## src/rtl/srt_pkg.sv

```systemverilog
package srt_pkg;
   localparam int CMD_W = 3;

   typedef enum logic [CMD_W-1:0] {
      CMD_OTHER0    = 3'd0,
      CMD_READ_BUSY = 3'd1,
      CMD_READ_BYTE = 3'd2,
      CMD_OTHER3    = 3'd3,
      CMD_OTHER4    = 3'd4,
      CMD_OTHER5    = 3'd5,
      CMD_OTHER6    = 3'd6,
      CMD_SOFT_RST  = 3'd7
   } cmd_e;

   typedef enum logic [1:0] {
      HOLD_SHORT = 2'd0,
      HOLD_BYTE  = 2'd1,
      HOLD_LONG  = 2'd2
   } hold_class_e;

   function automatic hold_class_e classify_cmd(input logic [CMD_W-1:0] code);
      hold_class_e c;
      case (code)
         CMD_READ_BUSY, CMD_SOFT_RST: c = HOLD_LONG;
         CMD_READ_BYTE:               c = HOLD_BYTE;
         default:                     c = HOLD_SHORT;
      endcase
      return c;
   endfunction
endpackage

```

## src/rtl/srt_strobe_sync.sv

```systemverilog
module srt_strobe_sync #(
   parameter int STAGES = 2
) (
   input  logic clk,
   input  logic rst_n,
   input  logic strobe_n,
   output logic fall
);
   generate
      if (STAGES < 2) begin : g_bad_stages
         $error("srt_strobe_sync: STAGES must be at least 2");
      end
   endgenerate

   logic [STAGES-1:0] chain;
   logic              last_q;

   always_ff @(posedge clk or negedge rst_n) begin
      if (!rst_n) chain[0] <= 1'b1;
      else        chain[0] <= strobe_n;
   end

   genvar gi;
   generate
      for (gi = 1; gi < STAGES; gi++) begin : g_stage
         always_ff @(posedge clk or negedge rst_n) begin
            if (!rst_n) chain[gi] <= 1'b1;
            else        chain[gi] <= chain[gi-1];
         end
      end
   endgenerate

   always_ff @(posedge clk or negedge rst_n) begin
      if (!rst_n) last_q <= 1'b1;
      else        last_q <= chain[STAGES-1];
   end

   assign fall = last_q & ~chain[STAGES-1];

   // a fall pulse never lasts two cycles, so a held or rising strobe makes none
   a_r9_single_pulse: assert property (@(posedge clk) disable iff (!rst_n)
      fall |=> !fall);
endmodule

```

## src/rtl/srt_hold_select.sv

```systemverilog
module srt_hold_select
   import srt_pkg::*;
#(
   parameter int RD_HOLD    = 16,
   parameter int EXT_HOLD   = 16,
   parameter int SHORT_HOLD = 16,
   parameter int BYTE_HOLD  = 80,
   parameter int LONG_HOLD  = 140,
   parameter int CNT_W      = 8
) (
   input  logic             rd_fall,
   input  logic             wr_fall,
   input  logic             ext_mode,
   input  logic [CMD_W-1:0] cmd_code,
   output logic             load,
   output logic [CNT_W-1:0] load_val
);
   localparam logic [CNT_W-1:0] RD_VAL    = CNT_W'(RD_HOLD - 1);
   localparam logic [CNT_W-1:0] EXT_VAL   = CNT_W'(EXT_HOLD - 1);
   localparam logic [CNT_W-1:0] SHORT_VAL = CNT_W'(SHORT_HOLD - 1);
   localparam logic [CNT_W-1:0] BYTE_VAL  = CNT_W'(BYTE_HOLD - 1);
   localparam logic [CNT_W-1:0] LONG_VAL  = CNT_W'(LONG_HOLD - 1);

   logic [CNT_W-1:0] wr_val;
   hold_class_e      wr_class;

   assign wr_class = classify_cmd(cmd_code);

   always_comb begin
      if (ext_mode) begin
         wr_val = EXT_VAL;
      end else begin
         case (wr_class)
            HOLD_LONG: wr_val = LONG_VAL;
            HOLD_BYTE: wr_val = BYTE_VAL;
            default:   wr_val = SHORT_VAL;
         endcase
      end
   end

   assign load     = rd_fall | wr_fall;
   assign load_val = wr_fall ? wr_val : RD_VAL;
endmodule

```

## src/rtl/srt_hold_counter.sv

```systemverilog
module srt_hold_counter #(
   parameter int CNT_W    = 8,
   parameter int MAX_LOAD = 139
) (
   input  logic             clk,
   input  logic             rst_n,
   input  logic             load,
   input  logic [CNT_W-1:0] load_val,
   output logic [CNT_W-1:0] count,
   output logic             busy
);
   always_ff @(posedge clk or negedge rst_n) begin
      if (!rst_n)          count <= '0;
      else if (load)       count <= load_val;
      else if (count != 0) count <= count - 1'b1;
   end

   assign busy = (count != '0);

   // without a new edge the counter only walks down by one
   a_r8_countdown: assert property (@(posedge clk) disable iff (!rst_n)
      (!load && busy) |=> (count == $past(count) - 1'b1));

   // no hold exceeds the longest configured one
   a_r4_bound: assert property (@(posedge clk) disable iff (!rst_n)
      count <= CNT_W'(MAX_LOAD));
endmodule

```

## src/rtl/srt_ready_timer.sv

```systemverilog
module srt_ready_timer
   import srt_pkg::*;
#(
   parameter int SYNC_STAGES = 2,
   parameter int RD_HOLD     = 16,
   parameter int EXT_HOLD    = 16,
   parameter int SHORT_HOLD  = 16,
   parameter int BYTE_HOLD   = 80,
   parameter int LONG_HOLD   = 140
) (
   input  logic             clk,
   input  logic             rst_n,
   input  logic             rd_stb_n,
   input  logic             wr_stb_n,
   input  logic             ext_mode,
   input  logic [CMD_W-1:0] cmd_code,
   output logic             ready_n
);
   localparam int MAX_A    = (RD_HOLD > EXT_HOLD) ? RD_HOLD : EXT_HOLD;
   localparam int MAX_B    = (SHORT_HOLD > BYTE_HOLD) ? SHORT_HOLD : BYTE_HOLD;
   localparam int MAX_C    = (MAX_A > MAX_B) ? MAX_A : MAX_B;
   localparam int MAX_HOLD = (MAX_C > LONG_HOLD) ? MAX_C : LONG_HOLD;
   localparam int CNT_W    = $clog2(MAX_HOLD + 1);

   generate
      if (RD_HOLD < 1 || EXT_HOLD < 1 || SHORT_HOLD < 1 ||
          BYTE_HOLD < 1 || LONG_HOLD < 1) begin : g_bad_hold
         $error("srt_ready_timer: every hold length must be at least 1");
      end
   endgenerate

   logic             rd_fall, wr_fall, load, busy;
   logic [CNT_W-1:0] load_val, count;

   srt_strobe_sync #(.STAGES(SYNC_STAGES)) u_rd_sync (
      .clk(clk), .rst_n(rst_n), .strobe_n(rd_stb_n), .fall(rd_fall));

   srt_strobe_sync #(.STAGES(SYNC_STAGES)) u_wr_sync (
      .clk(clk), .rst_n(rst_n), .strobe_n(wr_stb_n), .fall(wr_fall));

   srt_hold_select #(
      .RD_HOLD(RD_HOLD), .EXT_HOLD(EXT_HOLD), .SHORT_HOLD(SHORT_HOLD),
      .BYTE_HOLD(BYTE_HOLD), .LONG_HOLD(LONG_HOLD), .CNT_W(CNT_W)
   ) u_sel (
      .rd_fall(rd_fall), .wr_fall(wr_fall), .ext_mode(ext_mode),
      .cmd_code(cmd_code), .load(load), .load_val(load_val));

   srt_hold_counter #(.CNT_W(CNT_W), .MAX_LOAD(MAX_HOLD - 1)) u_cnt (
      .clk(clk), .rst_n(rst_n), .load(load), .load_val(load_val),
      .count(count), .busy(busy));

   // the detection cycle itself is the first busy cycle
   assign ready_n = busy | load;

   // a detected edge shows at the output in the same cycle
   a_r1_drop: assert property (@(posedge clk) disable iff (!rst_n)
      (rd_fall || wr_fall) |-> ready_n);

   // a lone read edge loads the read hold
   a_r2_read_load: assert property (@(posedge clk) disable iff (!rst_n)
      (rd_fall && !wr_fall) |=> (count == CNT_W'(RD_HOLD - 1)));

   // a write in speak-external mode loads the external hold
   a_r3_ext_load: assert property (@(posedge clk) disable iff (!rst_n)
      (wr_fall && ext_mode) |=> (count == CNT_W'(EXT_HOLD - 1)));

   // ready never goes busy without a detected edge
   a_r9_no_spurious: assert property (@(posedge clk) disable iff (!rst_n)
      (!rd_fall && !wr_fall && $past(!ready_n)) |-> !ready_n);
endmodule

```

## config.mk

```make
export PLATFORM = sky130hd
export DESIGN_NAME = srt_ready_timer
export DESIGN_NICKNAME = d
export VERILOG_FILES = /design/src/rtl/srt_pkg.sv /design/src/rtl/srt_strobe_sync.sv /design/src/rtl/srt_hold_select.sv /design/src/rtl/srt_hold_counter.sv /design/src/rtl/srt_ready_timer.sv
export SDC_FILE = /design/constraint.sdc
export NUM_CORES = 1
export LEC_CHECK = 0
export BUFFER_PORTS_ARGS = -buffer_cell sky130_fd_sc_hd__buf_2
export CAP_MARGIN = 20
export CORE_UTILIZATION = 55
export CTS_CLUSTER_DIAMETER = 120
export DETAILED_ROUTE_END_ITERATION = 8
export GPL_TIMING_DRIVEN = 0
export PLACE_DENSITY = 0.76
export SLEW_MARGIN = 20
export SYNTH_ARGS = -nofsm -noshare
export SYNTH_HDL_FRONTEND = slang
export SYNTH_HIERARCHICAL = 1
export SYNTH_SLANG_ARGS = --single-unit
```

## constraint.sdc

```tcl
create_clock -name clk -period 5.6 [get_ports clk]
set_input_delay 1.12 -clock clk [delete_from_list [all_inputs] [get_ports clk]]
set_output_delay 1.12 -clock clk [all_outputs]
set_load 0.02 [all_outputs]
```

==> results_tabular.tex <==
\begin{tabular}{lr}
\hline
Metric & Value \\
\hline
\multicolumn{2}{l}{\textbf{Layout}} \\
Final cell utilization of the core & 67.5\% \\
Number of filler instances in the final layout & 113 \\
Area Growth Syn to Fin & 13.8\% \\
Total inserted antenna cells & 0 \\
Fraction of final layout cells sized beyond drive strength 1 & between 30\% and 40\% \\
Final-stage net count & 104 \\
\multicolumn{2}{l}{\textbf{Min path}} \\
Worst hold-check path type & reg -> reg \\
Count of cells along the worst hold path & 0 \\
HP Start & u\_wr\_sync/chain[0]\$\_DFF\_PN1\_ \\
\multicolumn{2}{l}{\textbf{Timing}} \\
Number of hold violations in the final report & 0 \\
Achievable Freq & about 300 MHz \\
Worst slew slack as a fraction of its limit & 49.3\% \\
Time the final worst path needs with I/O delays and setup & about 3.3 ns \\
RSZ-0062 raised after global routing & false \\
Setup violators final & 0 \\
Final-layout setup total negative slack & 0 ns \\
Fin crit share & between 50\% and 60\% \\
Final number of max-transition violations & 0 \\
Clock tree skew after final layout & $\sim$0.00086 ns \\
Slack of the critical path & 2.28 ns \\
Transition time of the tightest slew-check pin & 0.753 ns \\
\multicolumn{2}{l}{\textbf{Global routing}} \\
Global router's overall resource usage & roughly 23\% \\
Global Route met1 Usage & a little under a third \\
Via count of the first global-routing pass & 540 \\
Antenna violations before repair & 0 \\
Busiest layer in global routing & met2 \\
Sum of overflow across all layers after global routing & 0 \\
Largest net degree at the start of global routing & 15 \\
Met2 capacity usage during global routing & 34.8\% \\
First-pass GRT wire length & 2280 microns \\
Routing usage on met3 & 3.41\% \\
\multicolumn{2}{l}{\textbf{Clocking}} \\
Post-CTS setup buffers & 0 \\
H-Tree Level Count & 1 \\
Clock slew at the register clock pins of the worst setup and hold paths & around 0.090 ns \\
Count of hold buffers inserted by post-cts repair & 0 \\
Root Buffer & clkbuf\_4 \\
Number of clock sinks seen by CTS & 14 \\
Count of cells resized by post-cts repair & 0 \\
Inserted Clock Buffers & 3 \\
Clock insertion delay at the later pin of the skew report & 0.28 ns \\
CTS tree & yes \\
Buffer depth of the longest clock path & 2 \\
\multicolumn{2}{l}{\textbf{Critical path}} \\
Worst path cell trace & inv\_1 > ha\_1 > or3b\_2 > nor2\_1 > inv\_1 > or2\_1 > buf\_2 \\
Worst Path Required & 4.48 ns \\
Buffering stage count on the worst path with inverters included & 3 \\
Worst EP arrival & $\sim$2.2 ns \\
Cell seen most often among critical-path stages & inv\_1 \\
Crit path depth & 7 \\
Master of the slowest instance on the critical path & or3b\_2 \\
Family of cells with the greatest summed delay on the critical path & simple AND/OR/NAND/NOR gates \\
Capturing element type of the critical path & output pin \\
Start of the worst register-to-register path & u\_cnt/count[0]\$\_DFFE\_PN0P\_ \\
Depth of the worst register-to-register path & 5 \\
Largest incremental delay on the critical path & $\sim$0.51 ns \\
Type of origin of the critical path & flop \\
Type of the worst setup path & reg -> out \\
Largest driver fanout on the critical path & 6 \\
Setup crit start & u\_cnt/count[0]\$\_DFFE\_PN0P\_ \\
\multicolumn{2}{l}{\textbf{Floorplan}} \\
Die Footprint & about 1600 sq um \\
Count of standard-cell rows & 13 \\
Total I/O pin count & 9 \\
Die extent in x & just under 40 microns \\
Effective utilization at floorplan & 59.3\% \\
Placeable core area & 1300 sq um \\
Die Height & 39.5 microns \\
\multicolumn{2}{l}{\textbf{Detailed routing}} \\
Number of DRC violations after detailed routing & 0 \\
Detailed-router iteration count before antenna repair & 4 \\
Via Count & a little over 600 \\
Total wirelength of the detailed-routed design & approximately 1500 microns \\
DRT antenna net count & 0 \\
Initial DRC Count & 13 \\
Post-DR wirelength/cell & 13.8 microns \\
Via/cell ratio & between 5 and 6 \\
\multicolumn{2}{l}{\textbf{Synthesis}} \\
Fraction of synthesized cell area taken by the top area cell type & 25.9\% \\
Main area contributors after synthesis & dfrtp\_1 26\%, dfstp\_2 20\%, buf\_4 4.9\% \\
Per-instance average area after synthesis & just under 10 sq um \\
Count of state elements after synthesis & 14 \\
Synth unique cells & 32 \\
Number of instances in the synthesized netlist & between 70 and 80 \\
Warning count from the yosys run & 6 \\
Library cell with the largest summed area after synthesis & dfrtp\_1 \\
Sequential share of the synthesized area & 46.4\% \\
Post-Synthesis Cell Area & 772 sq um \\
\multicolumn{2}{l}{\textbf{Place}} \\
Dpl hpwl & between 1000 and 1500 microns \\
Global placement routability congestion & roughly 0.80 \\
Port bufs & 8 \\
Worst slack at placement & about 2.6 ns \\
\multicolumn{2}{l}{\textbf{Pwr}} \\
Peak supply drop & 0.181 mV \\
Static Leak & $\sim$0.39 nW \\
Power density cells & $\sim$300 nW/um\^{}2 \\
\multicolumn{2}{l}{\textbf{Run}} \\
Max Cap Viol & 0 \\
\multicolumn{2}{l}{\textbf{Run status}} \\
Result of the run & finished, final reports clean \\
\hline
\end{tabular}
==> sequential cells by signal, indices dropped and copies added, names as in the netlist <==
register,cells
u_wr_sync/last_q,1
u_rd_sync/chain,2
u_cnt/count,8
u_wr_sync/chain,2
u_rd_sync/last_q,1
==> where the power goes <==
part | switching (mW) | leakage, nW | total [mW] | internal (mW)
Clock | 0.0344 | 0.0210 | 0.0740 | 0.0396
Combinational | 0.0304 | 0.212 | 0.0587 | 0.0283
Sequential | 0.0167 | 0.160 | 0.132 | 0.115
==> synth_stat cells (all sizes together) <==
cell type,n
nor2,6
nor4,1
a31oi,2
a21boi,1
or4,3
o31ai,5
clkbuf,1
xnor2,3
nand4,1
buf,5
a221oi,1
dfrtp,8
nor2b,3
a21o,1
nand2,5
o41ai,1
nand3,3
conb,2
nor3b,2
ha,2
or2,2
o211ai,1
nor3,3
inv,5
o21ai,1
dfstp,6
a21oi,1
and3,2
or3b,1
==> cell type report <==
class / instances / area [sq um] / area share (%)
multi-input combinational: 56 / 365 / 41.6
sequential: 14 / 358 / 40.7
buffer: 6 / 41.3 / 4.70
timing repair buffer: 8 / 40.0 / 4.56
clock buffer: 4 / 36.3 / 4.13
inverter: 5 / 18.8 / 2.14
tap: 15 / 18.8 / 2.14
==> cell usage in the layout (no fill, tap or decap), drive strengths merged <==
| cell type | Yosys | final |
|---|---|---|
| or2 | 2 | 2 |
| and3 | 2 | 2 |
| o41ai | 1 | 1 |
| dfstp | 6 | 6 |
| xnor2 | 3 | 3 |
| a21oi | 1 | 1 |
| nand2 | 5 | 5 |
| ha | 2 | 2 |
| a21o | 1 | 1 |
| nor2 | 6 | 6 |
| or3b | 1 | 1 |
| o31ai | 5 | 5 |
| o211ai | 1 | 1 |
| dfrtp | 8 | 8 |
| nor3b | 2 | 2 |
| nand4 | 1 | 1 |
| buf | 5 | 13 |
| nor3 | 3 | 3 |
| or4 | 3 | 3 |
| conb | 2 | 5 |
| o21ai | 1 | 1 |
| nor2b | 3 | 3 |
| nand3 | 3 | 3 |
| clkbuf | 1 | 5 |
| inv | 5 | 5 |
| a31oi | 2 | 2 |
| nor4 | 1 | 1 |
| a221oi | 1 | 1 |
| a21boi | 1 | 1 |
==> kinds of logic (layout without fill, tap and decap cells) <==
family          count (synthesis)  in the layout  share of synthesized area [%]
buf+inv                        11             23                           7.78
fa+ha+maj                       2              2                           3.24
flops                          14             14                           46.4
other cells                     2              5                          0.973
xor+xnor                        3              3                           3.40
compound gates                 14             14                           13.0
simple gates                   32             32                           25.3
==> routing by layer <==
metal  wire (microns)  share of wire, %
met4               22               1.5
met2              700                47
met1              722                49
met5                0                 0
met3               43               2.9
==> stage by stage <==
step	area [sq um]	hold WS [ns]	std cells	total power [mW]
after global routing	878	0.364	108	0.279
final	878	0.360	108	0.265
after CTS	878	0.361	108	0.267
after detailed placement	842	0.348	104	0.191
after floorplan	783	0.345	81	0.173
after global placement	842	0.345	104	0.188
==> final timing paths <==
path / end / slack (ns)
max in group asynchronous: u_rd_sync/chain[0]$_DFF_PN1_ / 4.59
min: u_wr_sync/chain[1]$_DFF_PN1_ / 0.36
max: ready_n / 2.28
max reg2reg: u_cnt/count[5]$_DFFE_PN0P_ / 3.84
min reg2reg: u_wr_sync/chain[1]$_DFF_PN1_ / 0.36
min in group asynchronous: u_cnt/count[1]$_DFFE_PN0P_ / 0.72
No activity file was read; power rests on OpenSTA's default activity.
